<file path="src/rtl/hold_pkg.sv">
package hold_pkg;

  typedef enum logic [2:0] {
    ST_RUN       = 3'd0,
    ST_MAN_HOLD  = 3'd1,
    ST_MAN_WAIT  = 3'd2,
    ST_AUTO_HOLD = 3'd3,
    ST_REARM     = 3'd4
  } hold_st_e;

  localparam int unsigned LOCK_MIN = 5;

  // effective qualification length: programmed value, never below the floor
  function automatic int unsigned lock_target(input int unsigned cfg);
    return (cfg < LOCK_MIN) ? LOCK_MIN : cfg;
  endfunction

  function automatic logic drives_hiz(input hold_st_e s);
    return (s == ST_MAN_HOLD) || (s == ST_MAN_WAIT) || (s == ST_AUTO_HOLD);
  endfunction

  function automatic logic alock_eff(input logic use_lvl, input logic lvl);
    return use_lvl ? lvl : 1'b1;
  endfunction

endpackage

</file>
<file path="src/rtl/hold_sync.sv">
module hold_sync #(
  parameter int   STAGES  = 2,
  parameter logic RST_VAL = 1'b0
) (
  input  logic clk,
  input  logic rst_n,
  input  logic d,
  output logic q
);
  logic [STAGES-1:0] sh;

  always_ff @(posedge clk or negedge rst_n) begin
    if (!rst_n) sh <= {STAGES{RST_VAL}};
    else        sh <= {sh[STAGES-2:0], d};
  end

  assign q = sh[STAGES-1];
endmodule

</file>
<file path="src/rtl/hold_lockq.sv">
module hold_lockq
  import hold_pkg::*;
#(
  parameter int CNT_W = 8
) (
  input  logic             clk,
  input  logic             rst_n,
  input  logic             win_ok,
  input  logic [CNT_W-1:0] cfg,
  output logic             dld
);
  localparam int TW = CNT_W + 1;

  logic [CNT_W-1:0] cnt;
  logic [TW-1:0]    cnt_inc;
  logic [TW-1:0]    tgt;
  logic             reached;

  assign cnt_inc = {1'b0, cnt} + 1'b1;
  assign tgt     = TW'(lock_target(32'(cfg)));
  assign reached = (cnt_inc >= tgt);

  always_ff @(posedge clk or negedge rst_n) begin
    if (!rst_n) begin
      cnt <= '0;
      dld <= 1'b0;
    end else if (!win_ok) begin
      cnt <= '0;
      dld <= 1'b0;
    end else begin
      dld <= reached;
      if (!reached) cnt <= cnt_inc[CNT_W-1:0];
    end
  end


  win_drop_chk: assert property (@(posedge clk) disable iff (!rst_n)
    !win_ok |=> !dld);


  dld_needs_win_chk: assert property (@(posedge clk) disable iff (!rst_n)
    $rose(dld) |-> $past(win_ok));
endmodule

</file>
<file path="src/rtl/hold_fsm.sv">
module hold_fsm
  import hold_pkg::*;
(
  input  logic clk,
  input  logic rst_n,
  input  logic hold_on,
  input  logic auto_on,
  input  logic sync_lvl,
  input  logic alock_ok,
  input  logic ref_edge,
  input  logic dld,
  input  logic cal_req,
  output logic cp_hiz,
  output logic bcnt_rst,
  output logic rearm_pend,
  output logic cal_start,
  output logic cal_err
);
  hold_st_e st, st_n;
  logic     sync_prev, dld_prev;
  logic     sync_fall, dld_fall, auto_trig, release_evt;

  assign sync_fall = sync_prev & ~sync_lvl;
  assign dld_fall  = dld_prev & ~dld;
  assign auto_trig = auto_on & dld_fall & alock_ok;

  always_comb begin
    st_n        = st;
    release_evt = 1'b0;
    if (!hold_on) begin
      st_n = ST_RUN;
    end else if (sync_fall) begin
      st_n = ST_MAN_HOLD;
    end else begin
      unique case (st)
        ST_RUN:       if (auto_trig) st_n = ST_AUTO_HOLD;
        ST_MAN_HOLD:  if (sync_lvl)  st_n = ST_MAN_WAIT;
        ST_MAN_WAIT:  if (ref_edge) begin
                        st_n        = ST_RUN;
                        release_evt = 1'b1;
                      end
        ST_AUTO_HOLD: if (ref_edge) begin
                        st_n        = ST_REARM;
                        release_evt = 1'b1;
                      end
        ST_REARM:     if (dld || !auto_on) st_n = ST_RUN;
        default:      st_n = ST_RUN;
      endcase
    end
  end

  always_ff @(posedge clk or negedge rst_n) begin
    if (!rst_n) begin
      st         <= ST_RUN;
      sync_prev  <= 1'b1;
      dld_prev   <= 1'b0;
      cp_hiz     <= 1'b0;
      bcnt_rst   <= 1'b0;
      rearm_pend <= 1'b0;
      cal_start  <= 1'b0;
      cal_err    <= 1'b0;
    end else begin
      st         <= st_n;
      sync_prev  <= sync_lvl;
      dld_prev   <= dld;
      cp_hiz     <= drives_hiz(st_n);
      bcnt_rst   <= release_evt;
      rearm_pend <= (st_n == ST_REARM);
      cal_start  <= cal_req & ~hold_on;
      cal_err    <= cal_req & hold_on;
    end
  end


  disable_rel_chk: assert property (@(posedge clk) disable iff (!rst_n)
    !hold_on |=> (!cp_hiz && !bcnt_rst));


  sync_entry_chk: assert property (@(posedge clk) disable iff (!rst_n)
    (sync_fall && hold_on) |=> cp_hiz);


  bcnt_on_release_chk: assert property (@(posedge clk) disable iff (!rst_n)
    bcnt_rst |-> ($past(cp_hiz) && !cp_hiz));


  hiz_hold_chk: assert property (@(posedge clk) disable iff (!rst_n)
    (cp_hiz && hold_on && !ref_edge) |=> cp_hiz);


  auto_entry_chk: assert property (@(posedge clk) disable iff (!rst_n)
    (auto_trig && hold_on) |=> cp_hiz);


  rearm_idle_chk: assert property (@(posedge clk) disable iff (!rst_n)
    rearm_pend |-> !cp_hiz);


  cal_block_chk: assert property (@(posedge clk) disable iff (!rst_n)
    (cal_req && hold_on) |=> (cal_err && !cal_start));


  cal_excl_chk: assert property (@(posedge clk) disable iff (!rst_n)
    !(cal_err && cal_start));
endmodule

</file>
<file path="src/rtl/hold_ctrl.sv">
module hold_ctrl
  import hold_pkg::*;
#(
  parameter int LCNT_W      = 8,
  parameter int SYNC_STAGES = 2
) (
  input  logic              clk,
  input  logic              rst_n,
  input  logic              hold_en_a,
  input  logic              hold_en_b,
  input  logic              auto_en,
  input  logic              alock_use,
  input  logic              alock_lvl,
  input  logic              sync_n,
  input  logic              ref_edge,
  input  logic              win_ok,
  input  logic [LCNT_W-1:0] lock_cnt_cfg,
  input  logic              cal_req,
  output logic              cp_hiz,
  output logic              bcnt_rst,
  output logic              lock_det,
  output logic              rearm_pend,
  output logic              cal_start,
  output logic              cal_err
);
  logic hold_on;
  logic sync_lvl;
  logic alock_s;
  logic alock_ok;

  assign hold_on  = hold_en_a & hold_en_b;
  assign alock_ok = alock_eff(alock_use, alock_s);

  hold_sync #(.STAGES(SYNC_STAGES), .RST_VAL(1'b1)) u_sync_sync (
    .clk(clk), .rst_n(rst_n), .d(sync_n), .q(sync_lvl));

  hold_sync #(.STAGES(SYNC_STAGES), .RST_VAL(1'b0)) u_alock_sync (
    .clk(clk), .rst_n(rst_n), .d(alock_lvl), .q(alock_s));

  hold_lockq #(.CNT_W(LCNT_W)) u_lockq (
    .clk(clk), .rst_n(rst_n), .win_ok(win_ok), .cfg(lock_cnt_cfg), .dld(lock_det));

  hold_fsm u_fsm (
    .clk(clk), .rst_n(rst_n), .hold_on(hold_on), .auto_on(auto_en),
    .sync_lvl(sync_lvl), .alock_ok(alock_ok), .ref_edge(ref_edge),
    .dld(lock_det), .cal_req(cal_req), .cp_hiz(cp_hiz), .bcnt_rst(bcnt_rst),
    .rearm_pend(rearm_pend), .cal_start(cal_start), .cal_err(cal_err));
endmodule

</file>
<file path="config.mk">
export PLATFORM = sky130hd
export DESIGN_NAME = hold_ctrl
export DESIGN_NICKNAME = d
export VERILOG_FILES = /design/src/rtl/hold_pkg.sv /design/src/rtl/hold_sync.sv /design/src/rtl/hold_lockq.sv /design/src/rtl/hold_fsm.sv /design/src/rtl/hold_ctrl.sv
export SDC_FILE = /design/constraint.sdc
export NUM_CORES = 1
export LEC_CHECK = 0
export CORE_ASPECT_RATIO = 0.8
export CORE_MARGIN = 5
export CORE_UTILIZATION = 50
export DETAILED_ROUTE_END_ITERATION = 12
export DONT_BUFFER_PORTS = 1
export GPL_TIMING_DRIVEN = 0
export HOLD_SLACK_MARGIN = 0.05
export PLACE_DENSITY = 0.64
export SYNTH_ARGS = -nofsm -noshare
export SYNTH_HDL_FRONTEND = slang
export SYNTH_SLANG_ARGS = --single-unit
</file>
<file path="constraint.sdc">
create_clock -name clk -period 7.62 [get_ports clk]
set_input_delay 1.524 -clock clk [delete_from_list [all_inputs] [get_ports clk]]
set_output_delay 1.524 -clock clk [all_outputs]
set_load 0.01 [all_outputs]
</file>
==> metrics.yaml <==
outcome:
  outcome: "completed"
global_route:
  grt.overflow.total: 0
  grt_pass1_wl_um: 3890
  grt_max_degree: 24
  first_global_vias: 851
  grt_antenna_before_repair: 0
  grt.total_usage: 0.142
final_layout:
  drive_gt1_frac: 0.138
  fin_nets: 152
  diodes: 0
  fillCellCount: 227
  fin_util: 0.546
  syn_to_final_growth_pct: 5.80
  regArea_um2: 579
  multiInputGateArea_um2: 622
critical_path:
  worstPathMaxFanout: 10
  worstPathArrival_ns: 3.59
  crit_path_max_incr_delay_ns: 0.69
  crit_path_cell_trace: "inv_1 -> nand4_1 -> nor2_1 -> a21o_1 -> ha_1 -> nand2b_4 -> a2111oi_2 -> nor4_1 -> buf_2 -> nor2_1 -> mux2i_1"
  critPathKind: "input pin to flip-flop"
  worstPathRequired_ns: 7.82
  worst-r2r-setup-slack_ns: 4.40
  worst_setup_path_end_kind: "flip-flop"
  crit_path_frequent_cell: "nor2_1"
  worstSetupStartpointType: "input pin"
  cp_slowest_cell: "nor4_1"
power:
  p_clk_frac: 0.268
  powerDensity_mw_per_mm2: 153
  power_frac_comb: 0.091
  peakVddDrop_uv: 87.1
  internal_power_w: 0.000156
  p_leak_nw: 0.593
  pwr-share-seq: 0.640
  swShare: 0.231
  power.switching_w: 0.0000468
clocking:
  clock_path_buffers: 2
  cts.reportedPaths.clkPinSlew_ns: 0.12
  cts.sinks: 23
  cts_hold_buf: 0
  cts_tree: "yes"
  clock_latency_ns: 0.31
  root_buffer: "clkbuf_4"
  cts_made_buffers: 3
  post_cts_buffers: 0
  htree_levels: 1
  ctsResizeCount: 0
placement:
  dpl.hpwl_um: 1760
  port_buffers: 0
  gp_congestion: 0.788
drt:
  post_drt_wl_per_cell_um: 13.9
  post-route-drc-count: 0
  vias: 887
  dr.pass1.iters: 4
  drt_iter0_drc: 33
  vias_per_cell: 5.58
  drt-total-wl_um: 2200
  ant_nets: 0
synthesis:
  synth_edf_count: 0
  synthArstFlopShare: 1.00
  synth_area_leaders: "dfrtp_1, ha_1, dfstp_2"
  synth_top_area_share: 0.400
  synthFlopType: "dfrtp_1"
  syn-num-nets: 147
  yosysSeqAreaShare: 0.463
  ys_types: 40
  syn_inst: 119
  synth_top_area_cell: "dfrtp_1"
  yosys_warnings: 0
  ys_ff_latch: 23
  synthesis.area_mm2: 0.00125
  avgSynthCellArea_um2: 10.5
die:
  core-area_mm2: 0.00242
  row_count: 16
  die_w_um: 65.9
  start_util: 0.517
  die_y_um: 54.7
  ios: 25
  dieArea_mm2: 0.00361
timing:
  fin_crit_sh: 0.444
  whs_ns: 0.362
  period_minus_slack_ns: 3.39
  tightest_slew_ns: 0.785
  setup_tns_ns: 0
  fin_skew_ns: 0.00672
  slew_violations: 0
  hold_violations: 0
  rsz0062_at_grt: "no"
  relSlewSlack: 0.472
  max_freq_mhz: 295
  setup-violations-final: 0
run:
  cap_violations: 0
hold_path:
  hp-class: "flip-flop to flip-flop"
[power groups by stage]
stage	clock, W	combinational (W)	sequential (W)
floorplan	0	0.0000158	0.000131
global placement	0	0.0000180	0.000132
detailed placement	0	0.0000188	0.000132
CTS	0.0000580	0.0000190	0.000130
global route	0.0000631	0.0000220	0.000130
finish	0.0000543	0.0000185	0.000130
[layout by cell type (no fill, tap or decap), types with 2 or more instances in the layout]
cell / n
dfrtp_1: 20
inv_1: 10
a21oi_1: 9
ha_1: 9
nand2_1: 8
o31ai_1: 7
or4_1: 6
xnor2_1: 5
nor2_1: 4
nand2b_1: 3
clkbuf_4: 3
dfstp_2: 3
o21a_1: 2
and3_1: 2
or2_2: 2
nand3_1: 2
nor3_1: 2
o21ai_0: 2
[synthesized netlist by cell type, types with 2 or more instances]
| cell | number |
|---|---|
| dfstp_2 | 3 |
| or2_2 | 2 |
| or4_1 | 6 |
| and3_1 | 2 |
| nand3_1 | 2 |
| ha_1 | 9 |
| nand2_1 | 8 |
| o31ai_1 | 7 |
| dfrtp_1 | 20 |
| inv_1 | 10 |
| xnor2_1 | 5 |
| o21ai_0 | 2 |
| o21a_1 | 2 |
| nor3_1 | 2 |
| nand2b_1 | 3 |
| a21oi_1 | 9 |
| nor2_1 | 4 |
[stage by stage]
step                      cells  total power, W  setup slack (ns)  cell area (um2)
after floorplan             119        0.000147              4.13             1250
after global placement      155        0.000150              3.97             1300
after detailed placement    155        0.000151              3.92             1300
after CTS                   159        0.000207              4.25             1320
after global routing        159        0.000215              4.08             1320
final                       159        0.000202              4.23             1320
[routing by layer]
layer,share of wire,track usage
met1,0.50,0.197
met4,0,0.0203
met2,0.46,0.225
met3,0.035,0.0452
met5,0,0
[final timing paths]
| kind | start | end | depth (start not counted) |
|---|---|---|---|
| hold / removal | u_alock_sync.sh[0]$_DFF_PN0_ | u_alock_sync.sh[1]$_DFF_PN0_ | 0 |
| setup reg to reg | u_lockq.cnt[0]$_DFFE_PN0P_ | u_lockq.cnt[1]$_DFFE_PN0P_ | 11 |
| setup / recovery | lock_cnt_cfg[4] | u_lockq.cnt[1]$_DFFE_PN0P_ | 11 |
| max in group asynchronous | rst_n | u_sync_sync.sh[0]$_DFF_PN1_ | 0 |
| min in group asynchronous | rst_n | u_lockq.cnt[4]$_DFFE_PN0P_ | 0 |
| hold reg to reg | u_alock_sync.sh[0]$_DFF_PN0_ | u_alock_sync.sh[1]$_DFF_PN0_ | 0 |
[final cells by class]
| cell class | count | share of cell area |
|---|---|---|
| sequential | 23 | 0.438 |
| inverter | 10 | 0.0284 |
| buffer | 2 | 0.00945 |
| tap | 36 | 0.0340 |
| multi-input combinational | 84 | 0.470 |
| clock inverter | 1 | 0.00378 |
| clock buffer | 3 | 0.0170 |
[logic make-up after synthesis]
logic type / count (synthesis) / synth area share
xor gates and xnor gates: 6 / 0.0420
and+or+nand+nor: 39 / 0.193
muxes: 1 / 0.00800
buffers and inverters: 12 / 0.0400
DFF: 23 / 0.463
adders and majority gates: 9 / 0.0900
AOI/OAI and AO/OA: 29 / 0.164
[registers in the layout, summed over array words and instances, names as in the netlist]
| name | flops |
|---|---|
| u_alock_sync.sh | 2 |
| u_fsm.dld_prev | 1 |
| u_lockq.cnt | 8 |
| u_fsm.cal_err | 1 |
| u_fsm.rearm_pend | 1 |
| u_fsm.sync_prev | 1 |
| u_sync_sync.sh | 2 |
| u_fsm.cp_hiz | 1 |
| u_fsm.bcnt_rst | 1 |
| u_lockq.dld | 1 |
| u_fsm.cal_start | 1 |
| u_fsm.st | 3 |
[worst max-delay path, delay by kind of cell]
family          cells  cell delay, ns
compound gates      2            0.21
buf+inv             2            0.38
mux                 1            0.12
fa+ha+maj           1            0.26
simple gates        5            1.09
Note: power is estimated with default switching activity, not from simulation.
